===== src/rtl/cc_caption_pkg.sv =====
package cc_caption_pkg;
  localparam int CELL_W = 8;
  localparam int DOT_W  = 3;
  localparam int GIDX_W = 7;

  typedef struct packed {
    logic       flash;
    logic       uline;
    logic       italic;
    logic [2:0] color;
  } cc_attr_t;

  function automatic cc_attr_t attr_of(input logic [CELL_W-1:0] b);
    return cc_attr_t'(b[5:0]);
  endfunction

  function automatic logic is_ctrl(input logic [CELL_W-1:0] b);
    return b[CELL_W-1];
  endfunction

  function automatic logic [CELL_W-1:0] slant(input logic [CELL_W-1:0] bits, input logic en);
    return en ? {1'b0, bits[CELL_W-1:1]} : bits;
  endfunction

  // dot 0 is the leftmost, i.e. glyph bit 7
  function automatic logic pick_dot(input logic [CELL_W-1:0] bits, input logic [DOT_W-1:0] idx);
    return bits[~idx];
  endfunction
endpackage


===== src/rtl/cc_cell_timer.sv =====
module cc_cell_timer #(
  parameter int COLS  = 32,
  parameter int COL_W = 6
) (
  input  logic                              clk,
  input  logic                              rst_n,
  input  logic                              line_start,
  output logic                              busy,
  output logic [COL_W-1:0]                  col,
  output logic [cc_caption_pkg::DOT_W-1:0]  dot,
  output logic                              cell_end,
  output logic                              row_last
);
  localparam logic [COL_W-1:0] LAST_COL = COL_W'(COLS);

  assign cell_end = busy && (&dot);
  assign row_last = cell_end && (col == LAST_COL);

  always_ff @(posedge clk) begin
    if (!rst_n) begin
      busy <= 1'b0;
      col  <= '0;
      dot  <= '0;
    end else if (line_start) begin
      busy <= 1'b1;
      col  <= '0;
      dot  <= '0;
    end else if (busy) begin
      dot <= dot + 1'b1;
      if (row_last) begin
        busy <= 1'b0;
        col  <= '0;
      end else if (cell_end) begin
        col <= col + 1'b1;
      end
    end
  end
endmodule


===== src/rtl/cc_attr_state.sv =====
module cc_attr_state (
  input  logic                                clk,
  input  logic                                rst_n,
  input  logic                                load,
  input  logic [cc_caption_pkg::CELL_W-1:0]   code,
  output cc_caption_pkg::cc_attr_t            attr
);
  always_ff @(posedge clk) begin
    if (!rst_n)    attr <= '0;
    else if (load) attr <= cc_caption_pkg::attr_of(code);
  end
endmodule


===== src/rtl/cc_flash_timer.sv =====
module cc_flash_timer #(
  parameter int FLASH_LOG = 5
) (
  input  logic                 clk,
  input  logic                 rst_n,
  input  logic                 vsync,
  output logic [FLASH_LOG-1:0] frame_cnt,
  output logic                 phase
);
  always_ff @(posedge clk) begin
    if (!rst_n)     frame_cnt <= '0;
    else if (vsync) frame_cnt <= frame_cnt + 1'b1;
  end
  assign phase = frame_cnt[FLASH_LOG-1];
endmodule


===== src/rtl/cc_dot_shaper.sv =====
module cc_dot_shaper #(
  parameter int CELL_LINES = 8,
  parameter int LINE_W     = 3
) (
  input  logic                               active,
  input  logic                               blank_cell,
  input  cc_caption_pkg::cc_attr_t           attr,
  input  logic [LINE_W-1:0]                  scan_row,
  input  logic [cc_caption_pkg::CELL_W-1:0]  font_bits,
  input  logic [cc_caption_pkg::DOT_W-1:0]   dot,
  input  logic                               phase,
  output logic                               ul_hit,
  output logic                               flash_hidden,
  output logic                               fg
);
  import cc_caption_pkg::*;
  localparam logic [LINE_W-1:0] UPPER_END = LINE_W'(CELL_LINES / 2);
  localparam logic [LINE_W-1:0] BOTTOM    = LINE_W'(CELL_LINES - 1);

  logic [CELL_W-1:0] line_bits;
  logic              glyph_on;

  always_comb begin
    line_bits    = slant(font_bits, attr.italic && (scan_row < UPPER_END));
    glyph_on     = pick_dot(line_bits, dot);
    ul_hit       = attr.uline && (scan_row == BOTTOM);
    flash_hidden = attr.flash && !phase;
    fg           = active && !blank_cell && !flash_hidden && (glyph_on || ul_hit);
  end
endmodule


===== src/rtl/cc_caption_row.sv =====
module cc_caption_row #(
  parameter int ROWS       = 15,
  parameter int COLS       = 32,
  parameter int CELL_LINES = 8,
  parameter int FLASH_LOG  = 5,
  localparam int ROW_W     = $clog2(ROWS),
  localparam int COL_W     = $clog2(COLS + 1),
  localparam int LINE_W    = $clog2(CELL_LINES),
  localparam int ADDR_W    = ROW_W + COL_W
) (
  input  logic              clk,
  input  logic              rst_n,
  input  logic              vsync,
  input  logic              line_start,
  input  logic [ROW_W-1:0]  row_sel,
  input  logic [LINE_W-1:0] scan_row,
  output logic [ADDR_W-1:0] mem_addr,
  input  logic [7:0]        mem_data,
  output logic [6:0]        font_idx,
  output logic [LINE_W-1:0] font_line,
  input  logic [7:0]        font_bits,
  output logic              r,
  output logic              g,
  output logic              b,
  output logic              bl
);
  import cc_caption_pkg::*;

  logic                 busy, cell_end, row_last;
  logic [COL_W-1:0]     col;
  logic [DOT_W-1:0]     dot;
  cc_attr_t             attr;
  logic [FLASH_LOG-1:0] frame_cnt;
  logic                 flash_phase;
  logic                 lead_cell, ctrl_cell, attr_load;
  logic                 ul_hit, flash_hidden, fg;

  cc_cell_timer #(.COLS(COLS), .COL_W(COL_W)) u_timer (
    .clk(clk), .rst_n(rst_n), .line_start(line_start),
    .busy(busy), .col(col), .dot(dot), .cell_end(cell_end), .row_last(row_last)
  );

  assign mem_addr  = {row_sel, col};
  assign lead_cell = (col == '0);
  assign ctrl_cell = !lead_cell && is_ctrl(mem_data);
  assign attr_load = cell_end && (lead_cell || ctrl_cell);
  assign font_idx  = mem_data[GIDX_W-1:0];
  assign font_line = scan_row;

  cc_attr_state u_attr (
    .clk(clk), .rst_n(rst_n), .load(attr_load), .code(mem_data), .attr(attr)
  );

  cc_flash_timer #(.FLASH_LOG(FLASH_LOG)) u_flash (
    .clk(clk), .rst_n(rst_n), .vsync(vsync), .frame_cnt(frame_cnt), .phase(flash_phase)
  );

  cc_dot_shaper #(.CELL_LINES(CELL_LINES), .LINE_W(LINE_W)) u_shape (
    .active(busy), .blank_cell(lead_cell || ctrl_cell), .attr(attr),
    .scan_row(scan_row), .font_bits(font_bits), .dot(dot), .phase(flash_phase),
    .ul_hit(ul_hit), .flash_hidden(flash_hidden), .fg(fg)
  );

  always_ff @(posedge clk) begin
    if (!rst_n) begin
      {r, g, b, bl} <= '0;
    end else begin
      r  <= fg && attr.color[2];
      g  <= fg && attr.color[1];
      b  <= fg && attr.color[0];
      bl <= fg;
    end
  end
endmodule


===== config.mk =====
export PLATFORM = sky130hd
export DESIGN_NAME = cc_caption_row
export DESIGN_NICKNAME = d
export VERILOG_FILES = /design/src/rtl/cc_caption_pkg.sv /design/src/rtl/cc_cell_timer.sv /design/src/rtl/cc_attr_state.sv /design/src/rtl/cc_flash_timer.sv /design/src/rtl/cc_dot_shaper.sv /design/src/rtl/cc_caption_row.sv
export SDC_FILE = /design/constraint.sdc
export NUM_CORES = 1
export LEC_CHECK = 0
export ABC_AREA = 1
export BUFFER_PORTS_ARGS = -buffer_cell sky130_fd_sc_hd__buf_2
export CAP_MARGIN = 20
export CORE_MARGIN = 8
export CORE_UTILIZATION = 30
export CTS_CLUSTER_DIAMETER = 120
export CTS_CLUSTER_SIZE = 24
export DETAILED_ROUTE_END_ITERATION = 6
export HOLD_SLACK_MARGIN = 0.12
export PLACE_DENSITY_LB_ADDON = 0.12
export RECOVER_POWER = 25
export SLEW_MARGIN = 20
export SYNTH_ARGS = -nofsm -noshare
export SYNTH_HDL_FRONTEND = slang
export SYNTH_SLANG_ARGS = --single-unit

===== constraint.sdc =====
create_clock -name clk -period 1.65 [get_ports clk]
set_input_delay 0.2475 -clock clk [delete_from_list [all_inputs] [get_ports clk]]
set_output_delay 0.2475 -clock clk [all_outputs]
set_load 0.01 [all_outputs]

==> summary by stage <==
Clock network
The number of clock buffers inserted by TritonCTS is 3. The clock root buffer master is sky130_fd_sc_hd__clkbuf_8. The longest clock path from root to sink contains 2 buffers. The clock tree from TritonCTS is yes. The clock net in this run drives a total of 25 sinks. The clock slew seen by the registers of the worst setup and hold paths is around 0.09 ns. Hold repair after CTS inserted 0 buffers. In this run the number of H-tree levels came out at 1. The clock reaches the later pin of the worst-skew pair after roughly 0.27 ns.

GRT
For this run, the total global-route usage over all layers was measured as 0.08860. The via count of the first global-routing pass is about 1100. Entering global routing, the biggest net connects 14 pins. The wire length of the first global-routing pass is 4747 um.

The initial antenna violation count is 0. The total grt overflow is 0.

STA
The number of hold violations in the final report came to 0. Setup violations remaining at the end of the flow were counted as 0. The sum of negative setup slack is 0 ns.

Setup repair after global routing left no endpoint under its margin. The max-slew violation count is 0. Of the available clock period, the critical path in the final layout requires 0.9130.

The clock arrives with 0.002408 ns of skew. For the pin with the worst max-slew slack, the measured transition is about 0.34 ns. The relative max-transition margin is 0.7751. The shortest period the worst path allows is 1.506 ns. For this run, the top clock speed supported by timing is 663.8 MHz.

Synth
The synthesized net count is 205. Among all flip-flop cells after synthesis, the most frequent one is sky130_fd_sc_hd__dfxtp_1. The synthesized area is 1277 um^2. Counting flops with an async set or reset pin after synthesis yields a share of 0. The fraction of the yosys area taken by sequential cells is 0.3918. The synthesized area per cell is 7.384 um^2.

The synthesized instance count is 173. The number of different library cells in the post-synthesis netlist is 24. The number of flops mapped to enable cells by yosys is 0. Yosys printed 0 warnings. In this run, synthesis produced a sequential element count of 25.

Layout
Leaving out fill and tap cells, the most frequent cell in the layout is sky130_fd_sc_hd__buf_2. The final layout contains 237 nets. The fraction of layout cells with a size suffix above 1 is 0.2598. Relative to the synthesized area, the layout overhead comes to 17.63%. After filler insertion, the fill cell instance count of the layout stands at 438. In the layout the commonest cells are sky130_fd_sc_hd__buf_2, sky130_fd_sc_hd__dfxtp_1, sky130_fd_sc_hd__inv_1, sky130_fd_sc_hd__nand2_1, sky130_fd_sc_hd__nor2_1.

Summing all non-filler instances in the final layout gives an area of 1503 um^2. 0 antenna diodes ended up in the layout.

Setup path
STA classifies the critical path startpoint as a flop. Data arrives at the worst endpoint at 1.67 ns. For the worst setup path, the data required time is 1.82 ns. Setup slack on the worst reg-to-reg path comes out at 0.14 ns. The kind of end point of the critical path is a flop.

Of all nets on the critical path, the largest fanout is 7. The setup path with the least slack is of type flop to flop.

Placement
The placement-stage cell area is 1439 um^2. In this run the tool buffered the top-level ports with 40 buffer cells. The detailed placer's ending HPWL is 2456 um. The final RePlAce weighted congestion is 0.8028.

Power and ir drop
The analysis attributes to cell leakage a power of around 0.00071 uW. Dividing total power by cell area gives a power density of 729.7 nW/um^2. The peak ir drop on the vdd network is between 0.3 and 0.4 mV.

Route
The final layout contains routed wiring with a total length of 3004 um. After detailed routing, the number of vias per cell comes to 4.563. The routed wirelength normalized by instance count is 11.83 um. The first-pass detailed-route iteration total is 4. The total via count after detailed routing is 1159. The iteration-0 DRC count of the detailed router is 20. The number of nets with antenna violations after routing is 0. The number of design rule violations left after detail routing is 0.

Floorplan
The floorplan step defined a die boundary enclosing 6602 um^2. The initialized floorplan defines 23 standard-cell rows. The die outline width is 81.26 um. The area inside the core boundary is just over 4000 um^2. The I/O pin count is 51. The height of the die is just over 80 um. The initial utilization of the core area, before any placement, comes to 0.3148.

Worst hold path
The type of the tightest min-delay check is input pin to flop.

Job
The count of maximum capacitance violations is 0.

Outcome
The run finished with clean final reports.
-- sequential cells by signal, indices dropped and copies added (netlist names) --
register,cells
u_attr.attr,6
u_timer.col,6
u_flash.frame_cnt,5
u_timer.dot,3
b,1
bl,1
g,1
r,1
u_timer.busy,1
-- worst max-delay path: stages, from the launching register on --
cell and delay (ns):
sky130_fd_sc_hd__dfxtp_2 0.37, sky130_fd_sc_hd__ha_1 0.15, sky130_fd_sc_hd__ha_1 0.16, sky130_fd_sc_hd__nand2_2 0.12, sky130_fd_sc_hd__nor4_4 0.27, sky130_fd_sc_hd__buf_4 0.16, sky130_fd_sc_hd__xor2_1 0.14, sky130_fd_sc_hd__nor2_1 0.05
-- path summary, 6_finish.rpt --
check                                                 start                           endpoint  depth (start not counted)
worst min-delay path                                  vsync  u_flash.frame_cnt[1]$_SDFFE_PN0P_                          2
worst max-delay path            u_timer.dot[1]$_SDFFE_PP0P_        u_timer.col[3]$_SDFFE_PP0P_                          7
worst max register to register  u_timer.dot[1]$_SDFFE_PP0P_        u_timer.col[3]$_SDFFE_PP0P_                          7
worst min register to register  u_attr.attr[2]$_SDFFE_PN0P_                       r$_SDFF_PN0_                          2
-- routing by layer --
metal,routed length [um],GRT usage,vias up,part of all wire
met2,1429,0.1524,31,0.48
met5,0,0,-,0
met4,14,0.02679,0,0.0047
met3,215,0.03091,2,0.072
met1,1343,0.1007,508,0.45
li1,-,-,618,-
-- layout make-up --
class / instances / area, um^2 / area share
clock buffers: 4 / 45.04 / 0.02998
multi-input cells: 108 / 586.8 / 0.3905
inverters: 25 / 98.84 / 0.06578
well taps: 50 / 62.56 / 0.04163
repair buffers: 42 / 207.7 / 0.1382
flip-flops and latches: 25 / 501.7 / 0.3339
-- stage by stage --
stage                     hold WS (ns)    util  setup slack [ns]  total power, uW  cells
after floorplan                 0.3376       -            0.1839            719.1    173
after global placement          0.4352  0.3546            0.1128            748.0    249
after detailed placement        0.4386  0.3546           0.02696            749.5    249
after CTS                       0.2121  0.3657           0.01778             1112    253
after global routing            0.2118  0.3703          0.008658             1152    254
final                           0.2109  0.3703            0.1436             1096    254
-- logic make-up (layout without fill, tap and decap cells) --
logic type / Yosys count / after routing / synth area share
compound gates: 29 / 29 / 0.1195
xor+xnor: 3 / 3 / 0.02057
fa+ha+maj: 5 / 5 / 0.04897
buf+inv: 40 / 71 / 0.1626
flops: 25 / 25 / 0.3918
simple gates: 71 / 71 / 0.2566
-- synthesized netlist by cell type, types with 2 or more instances --
master	instances	area share
sky130_fd_sc_hd__dfxtp_1	25	0.39
sky130_fd_sc_hd__inv_2	4	0.012
sky130_fd_sc_hd__o21ai_0	9	0.035
sky130_fd_sc_hd__nand4_1	3	0.015
sky130_fd_sc_hd__nand2_1	22	0.065
sky130_fd_sc_hd__ha_1	5	0.049
sky130_fd_sc_hd__xor2_1	3	0.021
sky130_fd_sc_hd__nand2_2	2	0.0098
sky130_fd_sc_hd__inv_1	20	0.059
sky130_fd_sc_hd__nor3_1	4	0.016
sky130_fd_sc_hd__buf_4	14	0.082
sky130_fd_sc_hd__nand3_1	16	0.063
sky130_fd_sc_hd__a21oi_1	11	0.043
sky130_fd_sc_hd__o21ai_1	6	0.024
sky130_fd_sc_hd__nor2_1	20	0.059
-- power by group --
group | total (uW) | switching [uW] | internal [uW]
Combinational | 111 | 64.3 | 46.6
Clock | 365 | 192 | 173
Sequential | 621 | 8.44 | 613
Total | 1100 | 265 | 832
-- timing repair --
| action | in CTS | in global routing |
|---|---|---|
| endpoints found under the setup margin | 0 | 8 |
| setup buffers | 0 | 1 |
| gates resized for setup | 0 | 5 |
Power figures use the tool's default switching activity.
